`config.mk`:
```
export PLATFORM = sky130hd
export DESIGN_NAME = pxs_stall_calc
export DESIGN_NICKNAME = d
export VERILOG_FILES = /design/src/rtl/pxs_pkg.sv /design/src/rtl/pxs_order_pick.sv /design/src/rtl/pxs_obj_cost.sv /design/src/rtl/pxs_tile_ledger.sv /design/src/rtl/pxs_stall_calc.sv
export SDC_FILE = /design/constraint.sdc
export NUM_CORES = 1
export LEC_CHECK = 0
export ABC_AREA = 1
export BUFFER_PORTS_ARGS = -buffer_cell sky130_fd_sc_hd__buf_2
export CAP_MARGIN = 25
export CORE_ASPECT_RATIO = 1.4
export CORE_MARGIN = 2
export CORE_UTILIZATION = 35
export CTS_CLUSTER_DIAMETER = 30
export DETAILED_ROUTE_END_ITERATION = 6
export GPL_ROUTABILITY_DRIVEN = 0
export HOLD_SLACK_MARGIN = 0.03
export SYNTH_ARGS = -nofsm -noshare
export SYNTH_HDL_FRONTEND = slang
export SYNTH_SLANG_ARGS = --single-unit
```
`constraint.sdc`:
```
create_clock -name clk -period 4.1 [get_ports clk]
set_clock_uncertainty 0.05 [all_clocks]
set_input_delay 0.205 -clock clk [delete_from_list [all_inputs] [get_ports clk]]
set_output_delay 0.205 -clock clk [all_outputs]
set_load 0.01 [all_outputs]
```
`src/rtl/pxs_pkg.sv`:
```
package pxs_pkg;
  localparam int PIX_W         = 8;
  localparam int TILE_SHIFT    = 3;
  localparam int TILE_W        = PIX_W - TILE_SHIFT;
  localparam int N_TILES       = 1 << TILE_W;
  localparam int BASE_DOTS     = 172;
  localparam int FETCH_DOTS    = 6;
  localparam int WIN_DOTS      = 6;
  localparam int EDGE_OBJ_DOTS = 11;
  localparam int ALIGN_MAX     = 5;

  typedef enum logic {ST_IDLE = 1'b0, ST_RUN = 1'b1} st_e;

  typedef struct packed {
    logic              fixed;
    logic              on_win;
    logic [TILE_W-1:0] tile;
    logic [2:0]        align;
  } cost_t;
endpackage

```
`src/rtl/pxs_order_pick.sv`:
```
module pxs_order_pick
  import pxs_pkg::*;
#(
  parameter int N_OBJ = 10,
  parameter int IDX_W = 6,
  localparam int SEL_W = (N_OBJ > 1) ? $clog2(N_OBJ) : 1
) (
  input  logic [N_OBJ-1:0]       pend,
  input  logic [N_OBJ*PIX_W-1:0] xs,
  input  logic [N_OBJ*IDX_W-1:0] ids,
  output logic                   found,
  output logic [SEL_W-1:0]       sel
);
  localparam int KEY_W = PIX_W + IDX_W;

  logic [KEY_W-1:0] key [N_OBJ];

  genvar g;
  generate
    for (g = 0; g < N_OBJ; g++) begin : g_key
      assign key[g] = {xs[g*PIX_W +: PIX_W], ids[g*IDX_W +: IDX_W]};
    end
  endgenerate

  logic [KEY_W-1:0] best;

  always_comb begin
    found = 1'b0;
    sel   = '0;
    best  = '0;
    for (int i = 0; i < N_OBJ; i++) begin
      if (pend[i] && (!found || key[i] < best)) begin
        found = 1'b1;
        sel   = SEL_W'(i);
        best  = key[i];
      end
    end
  end
endmodule

```
`src/rtl/pxs_obj_cost.sv`:
```
module pxs_obj_cost
  import pxs_pkg::*;
(
  input  logic [PIX_W-1:0] obj_x,
  input  logic [PIX_W-1:0] scroll,
  input  logic             win_en,
  input  logic [PIX_W-1:0] win_x,
  output cost_t            cost
);
  logic [PIX_W:0]   win_rel;
  logic [PIX_W-1:0] bg_pos;
  logic [PIX_W-1:0] pos;
  logic [2:0]       off;
  logic             over_win;

  always_comb begin
    win_rel  = {1'b0, obj_x} - {1'b0, win_x} - (PIX_W+1)'(1);
    bg_pos   = obj_x + scroll - PIX_W'(8);
    over_win = win_en && (obj_x > win_x);
    pos      = over_win ? win_rel[PIX_W-1:0] : bg_pos;
    off      = pos[TILE_SHIFT-1:0];

    cost.fixed  = (obj_x == '0);
    cost.on_win = over_win;
    cost.tile   = pos[PIX_W-1:TILE_SHIFT];
    cost.align  = (off <= 3'(ALIGN_MAX)) ? (3'(ALIGN_MAX) - off) : 3'd0;
  end
endmodule

```
`src/rtl/pxs_tile_ledger.sv`:
```
module pxs_tile_ledger
  import pxs_pkg::*;
(
  input  logic              clk,
  input  logic              rst_n,
  input  logic              clear,
  input  logic              mark,
  input  logic              on_win,
  input  logic [TILE_W-1:0] tile,
  output logic              seen
);
  logic [N_TILES-1:0] bank_q [2];
  logic [N_TILES-1:0] bank_d [2];

  genvar b;
  generate
    for (b = 0; b < 2; b++) begin : g_bank
      always_comb begin
        bank_d[b] = bank_q[b];
        if (clear) begin
          bank_d[b] = '0;
        end else if (mark && (on_win == b[0])) begin
          bank_d[b][tile] = 1'b1;
        end
      end

      always_ff @(posedge clk or negedge rst_n) begin
        if (!rst_n) begin
          bank_q[b] <= '0;
        end else begin
          bank_q[b] <= bank_d[b];
        end
      end

      // a charged tile stays charged until the next line clears the record
      a_r5_ledger_sticky: assert property (@(posedge clk) disable iff (!rst_n)
        !clear |=> ((bank_q[b] & $past(bank_q[b])) == $past(bank_q[b])));
    end
  endgenerate

  assign seen = on_win ? bank_q[1][tile] : bank_q[0][tile];
endmodule

```
`src/rtl/pxs_stall_calc.sv`:
```
module pxs_stall_calc
  import pxs_pkg::*;
#(
  parameter int N_OBJ    = 10,
  parameter int IDX_W    = 6,
  parameter int MAX_DOTS = 289,
  localparam int CNT_W   = $clog2(N_OBJ + 1),
  localparam int LEN_W   = $clog2(MAX_DOTS + 1)
) (
  input  logic                   clk,
  input  logic                   rst_n,
  input  logic                   start,
  input  logic [PIX_W-1:0]       scroll_x,
  input  logic                   win_active,
  input  logic [PIX_W-1:0]       win_x,
  input  logic [CNT_W-1:0]       obj_count,
  input  logic [N_OBJ*PIX_W-1:0] obj_x,
  input  logic [N_OBJ*IDX_W-1:0] obj_id,
  output logic                   busy,
  output logic                   done,
  output logic [LEN_W-1:0]       dots
);
  localparam int SEL_W   = (N_OBJ > 1) ? $clog2(N_OBJ) : 1;
  localparam int KEY_W   = PIX_W + IDX_W;
  localparam int ACC_MAX = BASE_DOTS + 7 + WIN_DOTS + N_OBJ * EDGE_OBJ_DOTS;
  localparam int ACC_W   = $clog2(ACC_MAX + 1);

  // reset: asserted asynchronously, released on the clock
  logic [1:0] rst_sync_q;
  logic       rst_i;
  always_ff @(posedge clk or negedge rst_n) begin
    if (!rst_n) rst_sync_q <= 2'b00;
    else        rst_sync_q <= {rst_sync_q[0], 1'b1};
  end
  assign rst_i = rst_sync_q[1];

  // captured line parameters (enable only, no reset)
  logic                   cap_en;
  logic [PIX_W-1:0]       scx_q, wx_q;
  logic                   win_q;
  logic [N_OBJ*PIX_W-1:0] xs_q;
  logic [N_OBJ*IDX_W-1:0] ids_q;

  always_ff @(posedge clk) begin
    if (cap_en) begin
      scx_q <= scroll_x;
      wx_q  <= win_x;
      win_q <= win_active;
      xs_q  <= obj_x;
      ids_q <= obj_id;
    end
  end

  // control state
  st_e                st_q, st_d;
  logic [N_OBJ-1:0]   pend_q, pend_d;
  logic [ACC_W-1:0]   acc_q, acc_d;
  logic [LEN_W-1:0]   dots_q, dots_d;
  logic               done_q, done_d;
  logic [KEY_W-1:0]   last_q, last_d;
  logic               have_last_q, have_last_d;

  logic               found;
  logic [SEL_W-1:0]   sel;
  logic [PIX_W-1:0]   sel_x;
  logic [KEY_W-1:0]   sel_key;
  cost_t              cst;
  logic               seen;
  logic               led_clear, led_mark;
  logic [3:0]         step;

  pxs_order_pick #(.N_OBJ(N_OBJ), .IDX_W(IDX_W)) u_pick (
    .pend  (pend_q),
    .xs    (xs_q),
    .ids   (ids_q),
    .found (found),
    .sel   (sel)
  );

  assign sel_x   = xs_q[sel*PIX_W +: PIX_W];
  assign sel_key = {sel_x, ids_q[sel*IDX_W +: IDX_W]};

  pxs_obj_cost u_cost (
    .obj_x  (sel_x),
    .scroll (scx_q),
    .win_en (win_q),
    .win_x  (wx_q),
    .cost   (cst)
  );

  pxs_tile_ledger u_ledger (
    .clk    (clk),
    .rst_n  (rst_i),
    .clear  (led_clear),
    .mark   (led_mark),
    .on_win (cst.on_win),
    .tile   (cst.tile),
    .seen   (seen)
  );

  always_comb begin
    if (cst.fixed) step = 4'(EDGE_OBJ_DOTS);
    else           step = 4'(FETCH_DOTS) + (seen ? 4'd0 : {1'b0, cst.align});
  end

  always_comb begin
    st_d        = st_q;
    pend_d      = pend_q;
    acc_d       = acc_q;
    dots_d      = dots_q;
    done_d      = 1'b0;
    last_d      = last_q;
    have_last_d = have_last_q;
    cap_en      = 1'b0;
    led_clear   = 1'b0;
    led_mark    = 1'b0;
    case (st_q)
      ST_IDLE: begin
        if (start) begin
          st_d        = ST_RUN;
          cap_en      = 1'b1;
          led_clear   = 1'b1;
          have_last_d = 1'b0;
          acc_d       = ACC_W'(BASE_DOTS) + ACC_W'(scroll_x[TILE_SHIFT-1:0])
                      + (win_active ? ACC_W'(WIN_DOTS) : '0);
          for (int i = 0; i < N_OBJ; i++) begin
            pend_d[i] = (CNT_W'(i) < obj_count);
          end
        end
      end
      default: begin
        if (found) begin
          acc_d       = acc_q + ACC_W'(step);
          pend_d[sel] = 1'b0;
          led_mark    = !cst.fixed;
          last_d      = sel_key;
          have_last_d = 1'b1;
        end else begin
          st_d   = ST_IDLE;
          done_d = 1'b1;
          dots_d = (acc_q > ACC_W'(MAX_DOTS)) ? LEN_W'(MAX_DOTS) : LEN_W'(acc_q);
        end
      end
    endcase
  end

  always_ff @(posedge clk or negedge rst_i) begin
    if (!rst_i) begin
      st_q        <= ST_IDLE;
      pend_q      <= '0;
      acc_q       <= '0;
      dots_q      <= '0;
      done_q      <= 1'b0;
      last_q      <= '0;
      have_last_q <= 1'b0;
    end else begin
      st_q        <= st_d;
      pend_q      <= pend_d;
      acc_q       <= acc_d;
      dots_q      <= dots_d;
      done_q      <= done_d;
      last_q      <= last_d;
      have_last_q <= have_last_d;
    end
  end

  assign busy = (st_q == ST_RUN);
  assign done = done_q;
  assign dots = dots_q;

  // objects leave the queue in non-decreasing (X, index) order
  a_r8_order_monotonic: assert property (@(posedge clk) disable iff (!rst_i)
    (st_q == ST_RUN) && found && have_last_q |-> (sel_key >= last_q));

  // completion is a single-cycle pulse
  a_r10_done_pulse: assert property (@(posedge clk) disable iff (!rst_i)
    done_q |=> !done_q);

  // the reported length moves only together with done
  a_r10_dots_quiet: assert property (@(posedge clk) disable iff (!rst_i)
    !$stable(dots_q) |-> done_q);

  // captured inputs stay frozen while a run is in progress
  a_r10_capture_frozen: assert property (@(posedge clk) disable iff (!rst_i)
    (st_q == ST_RUN) |=> ($stable(scx_q) && $stable(xs_q) && $stable(wx_q)));

  // a published length lies between the base line and the cap
  a_r9_dots_range: assert property (@(posedge clk) disable iff (!rst_i)
    done_q |-> (dots_q <= LEN_W'(MAX_DOTS)) && (dots_q >= LEN_W'(BASE_DOTS)));
endmodule

```
==> impl_metrics.tcl, run 1 <==
set metrics [dict create \
    die_area_um2 48300 \
    seq_area_frac_synth_pct 43.7 \
    synth_compound_area_share_pct 12.1 \
    die_w_um 186 \
    critPathMaxFanout 8 \
    rsz0062_at_grt "true" \
    slew_headroom_pct 31.0 \
    startpoint_type "flip-flop" \
    cts_tree "yes" \
    wl_per_cell_um 18.0 \
    vias 17700 \
    overflow 0 \
    rows 93 \
    io_pins 175 \
    finalSetupTns_ns -1005.38 \
    grt_max_degree 160 \
    synth_xor_area_share_pct 0.592 \
    final_nets 3077 \
    antenna_found_initial 0 \
    cts.clk_slew.worst_paths_ns 0.06 \
    die_h_um 259 \
    yosys.area_share.simple_pct 25.1 \
    ys.flop_type "edfxtp_1" \
    grt_pass1_wl_um 90500 \
    synth_common_cells "nand2_1, nand3_1, inv_1" \
    drv_slew 0 \
    holdWs_ns 0.0895 \
    path_common_cell "nand2_2" \
    synth_nets 2259 \
    synthAdderAreaFrac_pct 11.3 \
    min_period_ns 18.26 \
    crit_arrival_ns 18.68 \
    fin_crit_sh_pct 445 \
    instances_no_fill 3426 \
    clock_latency_ns 0.61 \
    fill_cells 3598 \
    synth_top_area_share_pct 29.0 \
    status "finished, violations left" \
    cts_buffers 49 \
    ys_seq_elements 253 \
    wirelength_um 61500 \
    crit_required_ns 4.52 \
    synth_top_family_by_area "simple AND/OR/NAND/NOR gates" \
    cpMaxStageDelayCell "dfrtp_2" \
    async_flop_share_pct 37.9 \
    netlist_area_um2 16300 \
    drc_errors 0 \
    hp-class "in2reg" \
    cts.htree.levels 2 \
    drive_gt1_share_pct 41.8 \
    root_buffer "clkbuf_16" \
    crit_start "pend_q[0]$_DFFE_PN0P_" \
    syn2layout_area_growth_pct 70.1 \
    clock_sinks 253 \
    grt_pass1_vias 17900 \
    post_drt_via_cell_ratio 5.16 \
    start_util_pct 35.4 \
    setup_viol 83 \
    end_kind "flip-flop" \
    max_slew.worst_pin.slew_ns 1.03 \
    coreArea_um2 46000 \
    dp_hpwl_um 41400 \
    synth_area_leader_cell "edfxtp_1" \
    hold_viol 0 \
    synth_cells 1950 \
    post-route-util_pct 60.2 \
    ys_warn_count 0 \
    dp.cells 3076 \
    clock_path_buffers 3 \
    synthDistinctLibCells 52 \
    grt.total_usage_pct 24.1 \
    fin_ws_ns -14.16 \
    critPathKind "reg2reg" \
    syn_avg_cell_area_um2 8.35 \
    synth_area_leaders "edfxtp_1, dfrtp_1, nand2_1, ha_1, nand3_1" \
    hold_start "obj_count[3]" \
    postRouteAntennaNets 0 \
    clock.fmax_mhz 54.8 \
    io_buffers 174 \
    synth.most_common_cell "nand2_1" \
    drt_iter0_drc 1266 \
    critPathMaxStageDelay_ns 0.43 \
    synth_edf_count 157 \
    antenna_cells 0 \
    first_pass_iters 6 \
    r2r_start "pend_q[0]$_DFFE_PN0P_" \
    synthMuxAreaShare_pct 0.0615 \
    maxCapViolations 0 \
    violations "setup timing" \
]
-- stage by stage --
| step | setup slack [ns] | instance area (um^2) |
|---|---|---|
| after detailed placement | -15.15 | 21200 |
| after global routing | -15.13 | 27700 |
| final | -14.16 | 27700 |
| after global placement | -14.65 | 21100 |
| after floorplan | -13.07 | 17000 |
| after CTS | -13.57 | 25900 |
-- area by class of cell --
cell class | instances | area [um^2] | share of cell area, %
sequential | 253 | 7120 | 25.7
clock buffer | 58 | 1280 | 4.62
multi-input combinational | 1440 | 10600 | 38.2
clock inverter | 34 | 483 | 1.74
tap | 617 | 772 | 2.79
timing repair buffer | 824 | 6660 | 24.1
inverter | 198 | 783 | 2.83
timing repair inverter | 2 | 17.5 | 0.0633
-- worst paths after layout --
| path | endpoint | slack, ns | cells after the start |
|---|---|---|---|
| max | acc_q[7]$_DFFE_PN0P_ | -14.16 | 132 |
| min | pend_q[9]$_DFFE_PN0P_ | 0.09 | 5 |
| max reg2reg | acc_q[7]$_DFFE_PN0P_ | -14.16 | 132 |
| min reg2reg | pend_q[2]$_DFFE_PN0P_ | 0.17 | 0 |
| max in group asynchronous | u_ledger.bank_q[40]$_DFFE_PN0P_ | 3.11 | 1 |
| min in group asynchronous | pend_q[2]$_DFFE_PN0P_ | 0.17 | 0 |
-- cell usage in the layout, fill, tap and decap left out, types with 8 or more instances in the layout --
cell           Yosys  routed
ha_4               0      43
o21ai_0          137      34
nand3_1          200     185
nand2_1          537     435
buf_6             10      29
a21oi_1           65      36
nand3_2            5      14
o21ai_4            0      19
inv_1            189     170
o22ai_1           21       8
buf_2              8     175
nor2_2             5      19
nand3_4            3       9
nand2_4            8      45
nand3b_1          13      13
edfxtp_1         157     157
o22ai_2            0      11
o21bai_1          36      36
nand2_8            1      27
a211oi_2           0       8
nor2_1            94      73
dfrtp_1           96      93
dlygate4sd3_1      0     163
nand4_1           33      33
buf_12             0      17
ha_1             142      95
o21ai_2            0      59
buf_4             10     426
nand2_2            9      67
a21oi_2            0      27
bufinv_16          0       8
o21ai_1           18      43
clkbuf_16          0      52
clkinv_4           0      10
inv_2              5      17
-- timing repair --
item,in CTS,in global routing
endpoints found under the hold margin,165,0
setup endpoints to repair,83,94
buffers inserted,33,35
pin swaps,51,109
hold buffers,163,0
gates resized for setup,222,295
cloned,21,8
-- worst max-delay path, delay by kind of cell, from the launching register on --
kind / cells / cell delay [ns]
buf+inv: 17 / 2.30
fa+ha+maj: 13 / 3.43
xor+xnor: 2 / 0.33
simple gates: 71 / 6.89
flops: 1 / 0.43
compound gates: 29 / 4.59
-- layer usage --
layer / wire length [um] / track usage, % / part of all wire (%)
met3: 2710 / 3.73 / 4.4
met4: 4660 / 15.5 / 7.6
met5: 0 / 0 / 0
met2: 32500 / 45.0 / 53
met1: 21600 / 24.5 / 35
-- flip-flops by register name, indices dropped and copies added, names as in the netlist, 2 cells and up --
name and cells:
xs_q 80, scx_q 8, rst_sync_q 2, u_ledger.bank_q 64, wx_q 8, ids_q 60
dots 9, acc_q 9, pend_q 10
-- cell families (layout without fill, tap and decap cells) --
group           count (synthesis)  count (layout)
fa+ha+maj                     145             145
simple gates                  927             946
mux                             1               1
xor+xnor                       11              11
flops                         253             253
compound gates                336             336
other cells                     1               1
buf+inv                       276            1116
Power of run 1 is left out: the tool's default activity adds up to more than one toggle a clock period on the data nets, which glitch-free logic cannot reach.
==> run 2, diff against run 1 <==
Settings changed: CORE_UTILIZATION 35 to 30.
==> impl_metrics.tcl, run 2 (synthesis results as in run 1) <==
set metrics [dict create \
    io_buffers 174 \
    die_area_um2 56200 \
    rows 101 \
    critPathKind "reg2reg" \
    final_common_cell "nand2_1" \
    hold_viol 0 \
    syn2layout_area_growth_pct 69.9 \
    min_period_ns 18.25 \
    cts.htree.levels 2 \
    first_pass_iters 5 \
    grt_pass1_vias 17700 \
    end_kind "flip-flop" \
    critPathMaxStageDelay_ns 0.46 \
    grt.total_usage_pct 20.2 \
    dp_hpwl_um 42000 \
    hp-class "reg2async" \
    grt_use_met3_pct 2.95 \
    fill_cells 4752 \
    reg_top3 "xs_q x80, u_ledger.bank_q x64, ids_q x60" \
    final_nets 3069 \
    crit_required_ns 4.53 \
    drive_gt1_share_pct 41.9 \
    root_buffer "clkbuf_16" \
    io_pins 175 \
    drc_errors 0 \
    rsz0062_at_grt "true" \
    cts_tree "yes" \
    use_met2_pct 38.9 \
    max_slew.worst_pin.slew_ns 0.734 \
    antenna_found_initial 1 \
    cts.clk_slew.worst_paths_ns 0.06 \
    status "finished, violations left" \
    layout_common_cells "nand2_1, buf_4, nand3_1" \
    path_common_cell "nand2_1" \
    die_h_um 280 \
    worst-path-buf-inv 17 \
    fin_crit_sh_pct 445 \
    setup_viol 83 \
    cpMaxStageDelayCell "dfrtp_2" \
    crit_family "simple AND/OR/NAND/NOR gates" \
    maxCapViolations 0 \
    die_w_um 201 \
    cts_buffers 48 \
    violations "setup timing" \
    use_met1_pct 20.7 \
    busiest_layer "met2" \
    clock_sinks 253 \
    drt_iter0_drc 941 \
    fin_ws_ns -14.15 \
    crit_arrival_ns 18.68 \
    clock_path_buffers 3 \
    largest_reg_flops 80 \
    drv_slew 0 \
    post_drt_via_cell_ratio 4.94 \
    start_util_pct 30.2 \
    wirelength_um 60600 \
    grt_max_degree 89 \
    regMostFlops "xs_q" \
    slew_headroom_pct 50.9 \
    instances_no_fill 3521 \
    postRouteAntennaNets 0 \
    clock.fmax_mhz 54.8 \
    clock_latency_ns 0.61 \
    overflow 0 \
    vias 17400 \
    antenna_cells 0 \
    wl_per_cell_um 17.2 \
    startpoint_type "flip-flop" \
    grt_pass1_wl_um 90300 \
    dp.cells 3178 \
    coreArea_um2 54000 \
    critPathMaxFanout 8 \
]
==> run 2: what timing repair did <==
action	4_1_cts	5_1_grt
setup endpoints to repair	83	92
hold endpoints to repair	164	0
gates resized for setup	175	334
pin swaps	90	180
buffers inserted	22	41
hold buffers	164	0
gates cloned	18	11
==> run 2: metrics by stage <==
stage | worst slack (ns) | hold slack (ns) | utilization, % | setup TNS [ns] | cell area (um^2)
final | -14.15 | 0.0695 | 51.3 | -1002.85 | 27700
after global routing | -15.19 | 0.0759 | 51.3 | -1079.11 | 27700
after CTS | -13.78 | 0.221 | 47.6 | -979.84 | 25700
after detailed placement | -15.01 | -0.0595 | 39.5 | -1075.24 | 21300
after global placement | -14.47 | -0.0593 | 39.5 | -1037.48 | 21300
after floorplan | -13.07 | -0.141 | - | -908.94 | 17000
==> run 2: worst register-to-register path: cells and delay by family (launching register included) <==
kind            cells  cell delay (ns)
compound gates     32             4.95
xor+xnor            1             0.14
flops               1             0.46
simple gates       71             7.13
buf+inv            17             2.00
fa+ha+maj          12             3.37
==> run 2: worst paths after layout <==
path                                          from                               to  slack, ns  depth (start not counted)
setup / recovery             pend_q[0]$_DFFE_PN0P_             acc_q[7]$_DFFE_PN0P_     -14.15                        133
hold / removal             rst_sync_q[1]$_DFF_PN0_   u_ledger.bank_q[9]$_DFFE_PN0P_       0.07                          0
setup reg to reg             pend_q[0]$_DFFE_PN0P_             acc_q[7]$_DFFE_PN0P_     -14.15                        133
hold reg to reg            rst_sync_q[1]$_DFF_PN0_   u_ledger.bank_q[9]$_DFFE_PN0P_       0.07                          0
max in group asynchronous  rst_sync_q[1]$_DFF_PN0_  u_ledger.bank_q[57]$_DFFE_PN0P_       3.34                          1
min in group clk                        obj_id[22]              ids_q[22]$_DFFE_PP_       0.25                          2
==> run 2: final cells by class <==
| type | count | area (um^2) | area share (%) |
|---|---|---|---|
| inverter | 198 | 773 | 2.80 |
| clock buffer | 48 | 1200 | 4.34 |
| sequential | 253 | 7120 | 25.8 |
| tap | 721 | 902 | 3.26 |
| clock inverter | 42 | 494 | 1.79 |
| multi-input combinational | 1438 | 10500 | 37.8 |
| timing repair buffer | 821 | 6720 | 24.3 |
==> run 2: routing by layer <==
metal	vias up	part of all wire, %
met2	579	54
met1	8234	36
li1	8357	-
met4	2	5.7
met3	206	4.5
met5	-	0.018
Power of run 2 is left out for the same reason.
